## config.mk

```make
export PLATFORM = sky130hd
export DESIGN_NAME = seg_coalescer
export DESIGN_NICKNAME = d
export VERILOG_FILES = /design/src/rtl/coal_pkg.sv /design/src/rtl/coal_lane_pick.sv /design/src/rtl/coal_seg_match.sv /design/src/rtl/coal_trim.sv /design/src/rtl/seg_coalescer.sv
export SDC_FILE = /design/constraint.sdc
export NUM_CORES = 2
export LEC_CHECK = 0
export BUFFER_PORTS_ARGS = -buffer_cell sky130_fd_sc_hd__buf_2
export CORE_AREA = 10 10 432 434
export CTS_BUF_LIST = sky130_fd_sc_hd__clkbuf_2 sky130_fd_sc_hd__clkbuf_4 sky130_fd_sc_hd__clkbuf_8
export DETAILED_ROUTE_END_ITERATION = 10
export DIE_AREA = 0 0 442 444
export PLACE_DENSITY_LB_ADDON = 0.08
export SETUP_SLACK_MARGIN = 0.05
export SLEW_MARGIN = 20
export SYNTH_ARGS = -nofsm -noshare
export SYNTH_HDL_FRONTEND = slang
export SYNTH_SLANG_ARGS = --single-unit
```

## constraint.sdc

```tcl
create_clock -name clk -period 11.6 [get_ports clk]
set_clock_uncertainty 0.2 [all_clocks]
set_input_delay 1.16 -clock clk [delete_from_list [all_inputs] [get_ports clk]]
set_output_delay 1.16 -clock clk [all_outputs]
set_load 0.02 [all_outputs]
```

## src/rtl/coal_pkg.sv

```systemverilog
package coal_pkg;
  localparam int ADDR_W = 32;
  localparam int SIZE_W = 5;

  typedef logic [ADDR_W-1:0] addr_t;
  typedef logic [2:0]        lg_t;   // log2 of a byte count, 0 = illegal

  typedef struct packed {
    addr_t base;
    lg_t   lg;
  } txn_t;

  // element size in bytes -> log2 of segment size
  function automatic lg_t seg_lg(input logic [SIZE_W-1:0] bytes);
    case (bytes)
      5'd1:                 return 3'd5;
      5'd2:                 return 3'd6;
      5'd4, 5'd8, 5'd16:    return 3'd7;
      default:              return 3'd0;
    endcase
  endfunction

  function automatic addr_t seg_base(input addr_t a, input lg_t lg);
    addr_t keep;
    keep = '1 << lg;
    return a & keep;
  endfunction

  function automatic logic [1:0] quarter_of(input addr_t a, input lg_t lg);
    addr_t sh;
    sh = a >> (lg - 3'd2);
    return sh[1:0];
  endfunction

  function automatic logic [7:0] lg_bytes(input lg_t lg);
    return 8'd1 << lg;
  endfunction

  // two-step narrowing from quarter usage
  function automatic txn_t narrow(input addr_t base, input lg_t lg, input logic [3:0] q);
    txn_t r;
    logic lo, hi;
    r.base = base;
    r.lg   = lg;
    lo = q[0] | q[1];
    hi = q[2] | q[3];
    if (lg == 3'd7 && (lo ^ hi)) begin
      r.lg = 3'd6;
      if (hi) r.base = r.base + addr_t'(64);
      lo = q[0] | q[2];
      hi = q[1] | q[3];
    end
    if (r.lg == 3'd6 && (lo ^ hi)) begin
      r.lg = 3'd5;
      if (hi) r.base = r.base + addr_t'(32);
    end
    return r;
  endfunction
endpackage

```

## src/rtl/coal_lane_pick.sv

```systemverilog
module coal_lane_pick #(
  parameter int LANES = 32,
  localparam int IW = $clog2(LANES)
) (
  input  logic [LANES-1:0] req,
  output logic [IW-1:0]    idx,
  output logic             found
);
  always_comb begin
    idx   = '0;
    found = 1'b0;
    for (int i = LANES - 1; i >= 0; i--) begin
      if (req[i]) begin
        idx   = IW'(i);
        found = 1'b1;
      end
    end
  end
endmodule

```

## src/rtl/coal_seg_match.sv

```systemverilog
module coal_seg_match
  import coal_pkg::*;
#(
  parameter int LANES = 32,
  localparam int IW   = $clog2(LANES),
  localparam int HALF = LANES / 2
) (
  input  logic [LANES*ADDR_W-1:0] addr_flat,
  input  logic [LANES-1:0]        pend,
  input  logic [IW-1:0]           lead,
  input  lg_t                     lg,
  input  logic                    atomic,
  output logic [LANES-1:0]        hit,
  output logic [3:0]              q_used,
  output addr_t                   base
);
  addr_t lead_addr;
  logic [3:0] q_hot [LANES];

  assign lead_addr = addr_flat[lead*ADDR_W +: ADDR_W];
  assign base      = seg_base(lead_addr, lg);

  for (genvar i = 0; i < LANES; i++) begin : g_lane
    localparam logic UPPER = (i >= HALF);
    addr_t a;
    logic  same_half, same_seg, solo_ok;
    assign a         = addr_flat[i*ADDR_W +: ADDR_W];
    assign same_half = (UPPER == lead[IW-1]);
    assign same_seg  = (seg_base(a, lg) == base);
    assign solo_ok   = !atomic || (lead == IW'(i));
    assign hit[i]    = pend[i] && same_half && same_seg && solo_ok;
    assign q_hot[i]  = hit[i] ? (4'b0001 << quarter_of(a, lg)) : 4'b0000;
  end

  always_comb begin
    q_used = '0;
    for (int i = 0; i < LANES; i++) q_used = q_used | q_hot[i];
  end
endmodule

```

## src/rtl/coal_trim.sv

```systemverilog
module coal_trim
  import coal_pkg::*;
(
  input  addr_t       seg,
  input  lg_t         lg,
  input  logic [3:0]  q_used,
  output addr_t       addr,
  output logic [7:0]  bytes
);
  txn_t t;
  assign t     = narrow(seg, lg, q_used);
  assign addr  = t.base;
  assign bytes = lg_bytes(t.lg);
endmodule

```

## src/rtl/seg_coalescer.sv

```systemverilog
module seg_coalescer
  import coal_pkg::*;
#(
  parameter int LANES = 32,
  localparam int IW   = $clog2(LANES)
) (
  input  logic                    clk,
  input  logic                    rst_n,
  input  logic                    start_i,
  input  logic [LANES-1:0]        mask_i,
  input  logic [LANES*ADDR_W-1:0] addr_i,
  input  logic [SIZE_W-1:0]       size_i,
  input  logic                    atomic_i,
  output logic                    tx_valid_o,
  input  logic                    tx_ready_i,
  output logic [ADDR_W-1:0]       tx_addr_o,
  output logic [7:0]              tx_size_o,
  output logic [LANES-1:0]        tx_lanes_o,
  output logic                    done_o,
  output logic                    size_err_o
);
  // captured request
  logic                    busy_q;
  logic                    atomic_q;
  logic                    bad_q;
  lg_t                     lg_q;
  logic [LANES-1:0]        pend_q;
  logic [LANES*ADDR_W-1:0] addr_q;

  // named internal events
  logic [IW-1:0]    lead_idx;
  logic             lead_found;
  logic [LANES-1:0] match_lanes;
  logic [3:0]       q_used;
  addr_t            seg_addr;
  addr_t            trim_addr;
  logic [7:0]       trim_bytes;
  logic             accept;
  logic             fire;
  logic             finish;
  lg_t              start_lg;

  coal_lane_pick #(.LANES(LANES)) u_pick (
    .req   (pend_q),
    .idx   (lead_idx),
    .found (lead_found)
  );

  coal_seg_match #(.LANES(LANES)) u_match (
    .addr_flat (addr_q),
    .pend      (pend_q),
    .lead      (lead_idx),
    .lg        (lg_q),
    .atomic    (atomic_q),
    .hit       (match_lanes),
    .q_used    (q_used),
    .base      (seg_addr)
  );

  coal_trim u_trim (
    .seg    (seg_addr),
    .lg     (lg_q),
    .q_used (q_used),
    .addr   (trim_addr),
    .bytes  (trim_bytes)
  );

  assign start_lg   = seg_lg(size_i);
  assign accept     = start_i && !busy_q;
  assign tx_valid_o = busy_q && lead_found;
  assign fire       = tx_valid_o && tx_ready_i;
  assign finish     = busy_q && !lead_found;

  assign tx_addr_o  = tx_valid_o ? trim_addr   : '0;
  assign tx_size_o  = tx_valid_o ? trim_bytes  : '0;
  assign tx_lanes_o = tx_valid_o ? match_lanes : '0;
  assign done_o     = finish;
  assign size_err_o = finish && bad_q;

  always_ff @(posedge clk or negedge rst_n) begin
    if (!rst_n) begin
      busy_q   <= 1'b0;
      atomic_q <= 1'b0;
      bad_q    <= 1'b0;
      lg_q     <= 3'd7;
      pend_q   <= '0;
      addr_q   <= '0;
    end else if (accept) begin
      busy_q   <= 1'b1;
      atomic_q <= atomic_i;
      bad_q    <= (start_lg == 3'd0);
      lg_q     <= (start_lg == 3'd0) ? 3'd7 : start_lg;
      pend_q   <= (start_lg == 3'd0) ? '0 : mask_i;
      addr_q   <= addr_i;
    end else if (finish) begin
      busy_q <= 1'b0;
      bad_q  <= 1'b0;
    end else if (fire) begin
      pend_q <= pend_q & ~match_lanes;
    end
  end
endmodule

```

======== Word-level counts from Yosys, hierarchy flattened ========
Index checks and enable logic that the tools add are counted.
word-level totals
  output and inout bits ................... 75
  input bits .............................. 1066
  word-level logic and storage cells ...... 478
  register bits ........................... 1062
operators by class
  bitwise gates (word level) .............. 73
  shifts and indexed selects .............. 67
  add/subtract/negate cells ............... 3
  mux-type cells .......................... 114
  reductions and logical operators ........ 144
  equality and inequality tests ........... 71
operator list
  cell                   count
  $and 32x32->32         34
  $eq 32x32->1           32
  $shiftx 1024x11->32    1
  $shr 32x3->2           32
  $mux 32                8
  $mux 5                 32
  $mux 4                 32
  $shl 1x2->4 const A    32
  $or 4x4->4             31
  $logic_and 1x1->1      103
  $eq 5x5->1 const B     17
  $mux 35                2
  $eq 5x4->1 const B     9
  $mux 1                 37
  $add 32x6->32 const B  1
  $add 32x7->32 const B  1
  $logic_or 1x1->1       32
  $not 32->32            1
  $shl 32x3->32 const A  1
  $eq 5x3->1 const B     5
  $eq 5x2->1 const B     3
  $eq 5x1->1 const B     2
  $pmux 3 s3             1
  $mux 8                 1
  14 further kinds       22

======== Longest topological paths before layout ========
  depth after elaboration ................. 78
  depth in mapped cells ................... 34

======== Hierarchy ========
A second synthesis with hierarchy kept.
unflattened totals
  cells, all modules ...................... 8272
  area total of the unflattened synthesis .. 71536.1 um2
by module, submodules not included
  module          area an instance (um2)  times used  cells an instance
  seg_coalescer   40567.7                 1           4619
  coal_seg_match  28977.8                 1           3345
  coal_trim       1620.3                  1           243
  coal_lane_pick  370.4                   1           65

======== Worst setup path after synthesis ========
No wires, ideal clock.
  path kind ............................... reg2out
  from .................................... reg pend_q[9]
  to ...................................... out tx_addr_o[29]
  path slack .............................. 3.354 ns
  arrival ................................. 6.886 ns
  stages on the path, launching flop included .. 31
  cell sequence ........................... dfrtp_1 > buf_2 > or4_1 > a21oi_4 > a21oi_1 > a21oi_4 > buf_4 > buf_6 > buf_4 > o22a_1 > nor2_1 > a211oi_1 > nand2_1 > clkbuf_1 > a21boi_0 > o22ai_1 > a2111o_1 > nor4_2 > or3b_2 > nand3_1 > nor4_2 > nand4_1 > nand4_1 > o21ai_0 > ha_1 > inv_1 > a211oi_1 > o2111ai_1 > nor2_1 > nand4_1 > a21oi_1
between the ends
  longest elaborated chain between the ends .. 55
  elaborated cells between the ends (all ways) .. 297
  those cells by class .................... add/sub (2); eq/ne (64); shift (1); mux (59); bitwise (39); reduce/logical (132)
ends and longest elaborated chain
  element                                              line                            RTL
  start, declared                                      seg_coalescer.sv:27             logic [LANES-1:0] pend_q;
  start signal, assigned                               seg_coalescer.sv:93             pend_q <= (start_lg == 3'd0) ? '0 : mask_i;
  start signal, assigned                               seg_coalescer.sv:99             pend_q <= pend_q & ~match_lanes;
  $mux 5 (10 in series)                                coal_lane_pick.sv:13            if (req[i]) begin
  $shiftx 1024x11->32                                  coal_seg_match.sv:20            assign lead_addr = addr_flat[lead*ADDR_W +: ADDR_W];
  $and 32x32->32                                       coal_pkg.sv:26                  return a & keep;
  $eq 32x32->1                                         coal_seg_match.sv:29            assign same_seg = (seg_base(a, lg) == base);
  $logic_and 1x1->1 (2 in series)                      coal_seg_match.sv:31            assign hit[i] = pend[i] && same_half && same_seg && solo_ok;
  $mux 4                                               coal_seg_match.sv:32            assign q_hot[i] = hit[i] ? (4'b0001 << quarter_of(a, lg)) : 4'b0000;
  $or 4x4->4 (31 in series)                            coal_seg_match.sv:37            for (int i = 0; i < LANES; i++) q_used = q_used | q_hot[i];
  $or 1x1->1, on equally long branches                 coal_pkg.sv:45, coal_pkg.sv:46
  $xor 1x1->1                                          coal_pkg.sv:47                  if (lg == 3'd7 && (lo ^ hi)) begin
  $logic_and 1x1->1                                    coal_pkg.sv:47
  $mux 35 / $mux 1 (equally long branches)             coal_pkg.sv:47
  $add 32x6->32 (tied with other cells)                coal_pkg.sv:55                  if (hi) r.base = r.base + addr_t'(32);
  $mux 32 / $logic_and 1x1->1 (equally long branches)  coal_pkg.sv:55, coal_pkg.sv:53
  $mux 35                                              coal_pkg.sv:53                  if (r.lg == 3'd6 && (lo ^ hi)) begin
  $mux 32 *                                            seg_coalescer.sv:74             assign tx_addr_o = tx_valid_o ? trim_addr : '0;
  end, declared                                        seg_coalescer.sv:16             output logic [ADDR_W-1:0] tx_addr_o,
Every way passes the cells marked *; elsewhere a longest branch is shown, timed or not.

======== Worst setup path after layout ========
  from .................................... reg pend_q[0]
  to ...................................... out tx_addr_o[21]
between the ends
  longest elaborated chain between the ends .. 46
  elaborated cells between the ends (all ways) .. 279
  those cells by class .................... add/sub (2); eq/ne (64); shift (1); mux (41); bitwise (39); reduce/logical (132)
ends and longest elaborated chain
  element                                              line
  $mux 5                                               coal_lane_pick.sv:13
  $shiftx 1024x11->32                                  coal_seg_match.sv:20
  $and 32x32->32                                       coal_pkg.sv:26
  $eq 32x32->1                                         coal_seg_match.sv:29
  $logic_and 1x1->1 (2 in series)                      coal_seg_match.sv:31
  $mux 4                                               coal_seg_match.sv:32
  $or 4x4->4 (31 in series)                            coal_seg_match.sv:37
  $or 1x1->1, on equally long branches                 coal_pkg.sv:45, coal_pkg.sv:46
  $xor 1x1->1                                          coal_pkg.sv:47
  $logic_and 1x1->1                                    coal_pkg.sv:47
  $mux 35 / $mux 1 (equally long branches)             coal_pkg.sv:47
  $add 32x6->32 (tied with other cells)                coal_pkg.sv:55
  $mux 32 / $logic_and 1x1->1 (equally long branches)  coal_pkg.sv:55, coal_pkg.sv:53
  $mux 35                                              coal_pkg.sv:53
  $mux 32 *                                            seg_coalescer.sv:74
Marks and branches as above.

==> results by stage <==
Status:
- The run finished, with violations left.
- The final reports fail on setup timing.

Detailed routing:
- The remaining antenna violation count after routing is 0.
- The number of vias in the routed layout is ~86000.
- The detailed-route wire length per cell is about 44 um.
- Summed over all layers, the routed wires come to roughly 560 mm.
- The starting DRC count in detailed routing is roughly 14000.
- The detail-routed via count per cell is 6.713.
- The detailed-route DRC error count is 0.
- The pre-antenna-repair detailed-routing pass consisted of 8 iterations.

Final layout:
- The filler cells instantiated in the layout total ~17000.
- The cell area after layout is approximately 89000 um^2.
- At the end of the flow the core is filled with cells to 0.4993.
- The net count reported at finish is 11280.
- Relative to the synthesized area, the layout overhead comes to 26.12%.
- Summing all multi-input logic gate instances after layout gives between 40000 and 50000 um^2.
- The fraction of final layout cells sized beyond drive strength 1 is 0.2639.
- The sequential cells in the finished layout cover a total of ~27000 um^2.

Synthesis:
- Of the total synthesized cell area, the portion taken by XOR and XNOR cells is 0.09728.
- The number of warning messages in the yosys log is 0.
- By area the synthesized netlist is led by sky130_fd_sc_hd__dfrtp_1, sky130_fd_sc_hd__nand2_1, sky130_fd_sc_hd__xnor2_1.
- The cell with the most instances after synthesis is sky130_fd_sc_hd__nand2_1.
- The synthesized netlist net count is 9761.
- Summed over all instances, the cell type with the most area after synthesis is sky130_fd_sc_hd__dfrtp_1.
- The mux cell area share after synthesis is 0.06083.
- The synthesized design contains 0 enable-type register cells.
- Yosys mapped the design onto around 120 distinct sky130hd cell types.
- Synthesis inferred roughly 1100 register bits.
- The area of the mapped netlist is 70410 um^2.
- For this run, asynchronously set or reset flops after synthesis account for 1.000.
- The top flip-flop cell by instance count after synthesis is sky130_fd_sc_hd__dfrtp_1.
- The fraction of the mapped netlist area in adder cells is 0.0007108.
- Of the total synthesized cell area, the portion taken by AND, OR, NAND and NOR gates is 0.2834.
- The post-synthesis compound-gate area fraction is 0.1339.
- Synthesis handed over a netlist of ~8700 instances.
- The post-synthesis sequential area ratio is 0.3775.
- By count the netlist is led by sky130_fd_sc_hd__nand2_1, sky130_fd_sc_hd__dfrtp_1, sky130_fd_sc_hd__xnor2_1.
- The mean instance size in the synthesized netlist is slightly above 8 um^2.
- Of the post-synthesis cell area, the dominant cell type holds 0.3764.
- After synthesis, the largest family of logic cells by area is simple AND/OR/NAND/NOR gates.

Timing:
- The final total negative setup slack is -2.837 ns.
- Setup violations remaining at the end of the flow were counted as 20.
- The achievable clock frequency is 83.92 MHz.
- The worst setup margin is -0.3165 ns.
- The number of failing hold endpoints at the final stage is 0.
- In this run the tightest slew margin relative to its limit is 0.04446.
- The fraction of the cycle the final worst path needs is 1.027.
- At the pin with the least slew margin, the transition time is 1.433 ns.
- The count of pins over their slew limit is 0.
- For the finished layout, the period the worst path requires is approximately 12 ns.
- Setup repair after global routing could not meet its margin everywhere.

Critical path:
- The critical path required time is between 10 and 15 ns.
- The cell with the largest stage delay on the worst path is sky130_fd_sc_hd__nor4_1.
- Among the stages of the critical path, the cell type that occurs most often is sky130_fd_sc_hd__buf_4.
- The top cell family by delay on the critical path is simple AND/OR/NAND/NOR gates.
- STA classifies the critical path endpoint as a primary output.
- On the worst path, the slowest cell contributes a delay of slightly below 1 ns.
- STA puts the critical path data arrival time at approximately 11 ns.
- The type of origin of the critical path is a flop.
- The maximum fanout encountered on the critical timing path is 31.
- The first element of the critical path is pend_q[0].
- The critical path in this run is classified as flop to primary output.
- Counting both buffers and inverters, the worst setup path holds a total of 9.
- The worst register-to-register path begins at pend_q[5].

Floorplanning:
- In this run the count of I/O pins placed on the die edge is ~1100.
- The die span in y is roughly 440 um.
- The area of the die is around 200000 um^2.
- In this run the horizontal extent of the chip is approximately 440 um.
- The effective utilization at floorplan is 0.3959.
- The floorplan row count is 155.
- The area of the core region is about 180000 um^2.

Placement:
- Summing all placed instances gives a cell area of 83780 um^2.
- The sum of net half-perimeters after detailed placement is approximately 450 mm.
- The last weighted congestion value of the routability-driven placer is ~1.2.
- The worst slack at placement is between 0.2 and 0.25 ns.
- Port buffering added 1140 buffers.

Clocking:
- Buffers inserted to repair hold after CTS numbered 0.
- The total CTS buffers is 180.
- The clock tree from TritonCTS is yes.
- For this design, the sink count on the clock tree is between 1000 and 1500.
- The tree is rooted in a sky130_fd_sc_hd__clkbuf_8.
- The buffer depth of the longest clock path is 3.
- Clock latency on the worst-skew pair, taken at its later pin, is between 1 and 1.5 ns.
- The H-tree generated during clock tree synthesis spans 4 levels.
- The post-CTS clock slew at the launch and capture registers of the worst setup and hold paths is 0.06 ns.

Global routing:
- The all-layer global routing usage is 0.5390.
- The pin count of the biggest net entering global routing is ~220.
- The met1 global-route usage is 0.6261.
- The total overflow left after global routing is 0.
- In the global route stage, met3 resource usage came out at 0.2936.
- The number of antenna violations at the first check in global routing is between 70 and 80.
- The via count of the first global-routing pass came to ~80000.
- The first global-routing pass estimated 723.6 mm of wire.
- For met2 alone, demand over resource in global routing was 0.7420.
- In this run the most used layer during global routing was met2.

Worst hold path:
- The type of the most critical hold path is primary input to async pin.

Run:
- The max-capacitance violation count is 0.
## cell type report
class,instances,share of cell area
clock inverters,58,0.008130
inverters,59,0.002494
multi-input cells,6928,0.4683
repair buffers,1982,0.1487
flip-flops and latches,1062,0.2994
diodes,60,0.001691
well taps,2355,0.03318
clock buffers,265,0.03804
## cells in the final DEF, fill, tap and decap left out, types with 43 or more instances in the layout
cell                        instances
sky130_fd_sc_hd__inv_1             57
sky130_fd_sc_hd__nor2_1           232
sky130_fd_sc_hd__nor4_1           103
sky130_fd_sc_hd__mux2_2            60
sky130_fd_sc_hd__mux2i_1           69
sky130_fd_sc_hd__buf_4            742
sky130_fd_sc_hd__o21ai_0          182
sky130_fd_sc_hd__a211oi_1          56
sky130_fd_sc_hd__dfrtp_1         1059
sky130_fd_sc_hd__nand3_1          131
sky130_fd_sc_hd__nor3_1           220
sky130_fd_sc_hd__clkbuf_8         222
sky130_fd_sc_hd__xnor2_1          426
sky130_fd_sc_hd__a21oi_1          200
sky130_fd_sc_hd__o22ai_1          196
sky130_fd_sc_hd__diode_2           60
sky130_fd_sc_hd__xor2_1           348
sky130_fd_sc_hd__clkbuf_4          43
sky130_fd_sc_hd__mux4_2           128
sky130_fd_sc_hd__buf_2           1141
sky130_fd_sc_hd__o221ai_1          49
sky130_fd_sc_hd__buf_12            92
sky130_fd_sc_hd__nand4_1          118
sky130_fd_sc_hd__or3_1             75
sky130_fd_sc_hd__o2111ai_1         64
sky130_fd_sc_hd__nand2_1         3250
sky130_fd_sc_hd__and3_1           129
## sequential cells by signal (all words and copies together), names as in the netlist
register	flops
busy_q	1
lg_q	3
pend_q	32
atomic_q	1
addr_q	1024
bad_q	1
## cell families after synthesis
group                      count (synthesis)
DFF                                     1062
xor gates and xnor gates                 782
muxes                                    259
and+or+nand+nor                         4577
buffers and inverters                    701
AOI/OAI and AO/OA                       1306
adders and majority gates                  4
## what timing repair did
action	4_1_cts	5_1_grt
gates resized for setup	36	77
setup endpoints to repair	28	27
setup buffers	5	7
pin swaps	3	5
gates cloned	0	0
hold endpoints to repair	0	0
## metal layers
| layer | vias up | share of wire |
|---|---|---|
| met2 | 7990 | 0.39 |
| li1 | 33190 | - |
| met5 | - | 0.0017 |
| met3 | 2491 | 0.15 |
| met1 | 41990 | 0.36 |
| met4 | 58 | 0.097 |
## path summary, 6_finish.rpt
check	end	slack, ns	cells past startpoint
setup / recovery	tx_addr_o[21]	-0.32	33
hold / removal	addr_q[962]	0.02	1
setup reg to reg	pend_q[28]	4.12	21
hold reg to reg	addr_q[19]	0.30	2
max in group asynchronous	addr_q[117]	8.81	3
min in group clk	addr_q[185]	0.08	3
## through the flow
step                instances  hold slack, ns
detailed placement      12370          0.2894
CTS                     12700         0.04932
finish                  12770         0.01826
floorplan                8691          0.2377
global route            12720         0.06326
global placement        12370          0.2702
Power is not shown: default switching activity piles up to over one toggle a cycle in this logic, so the estimate is an artifact.
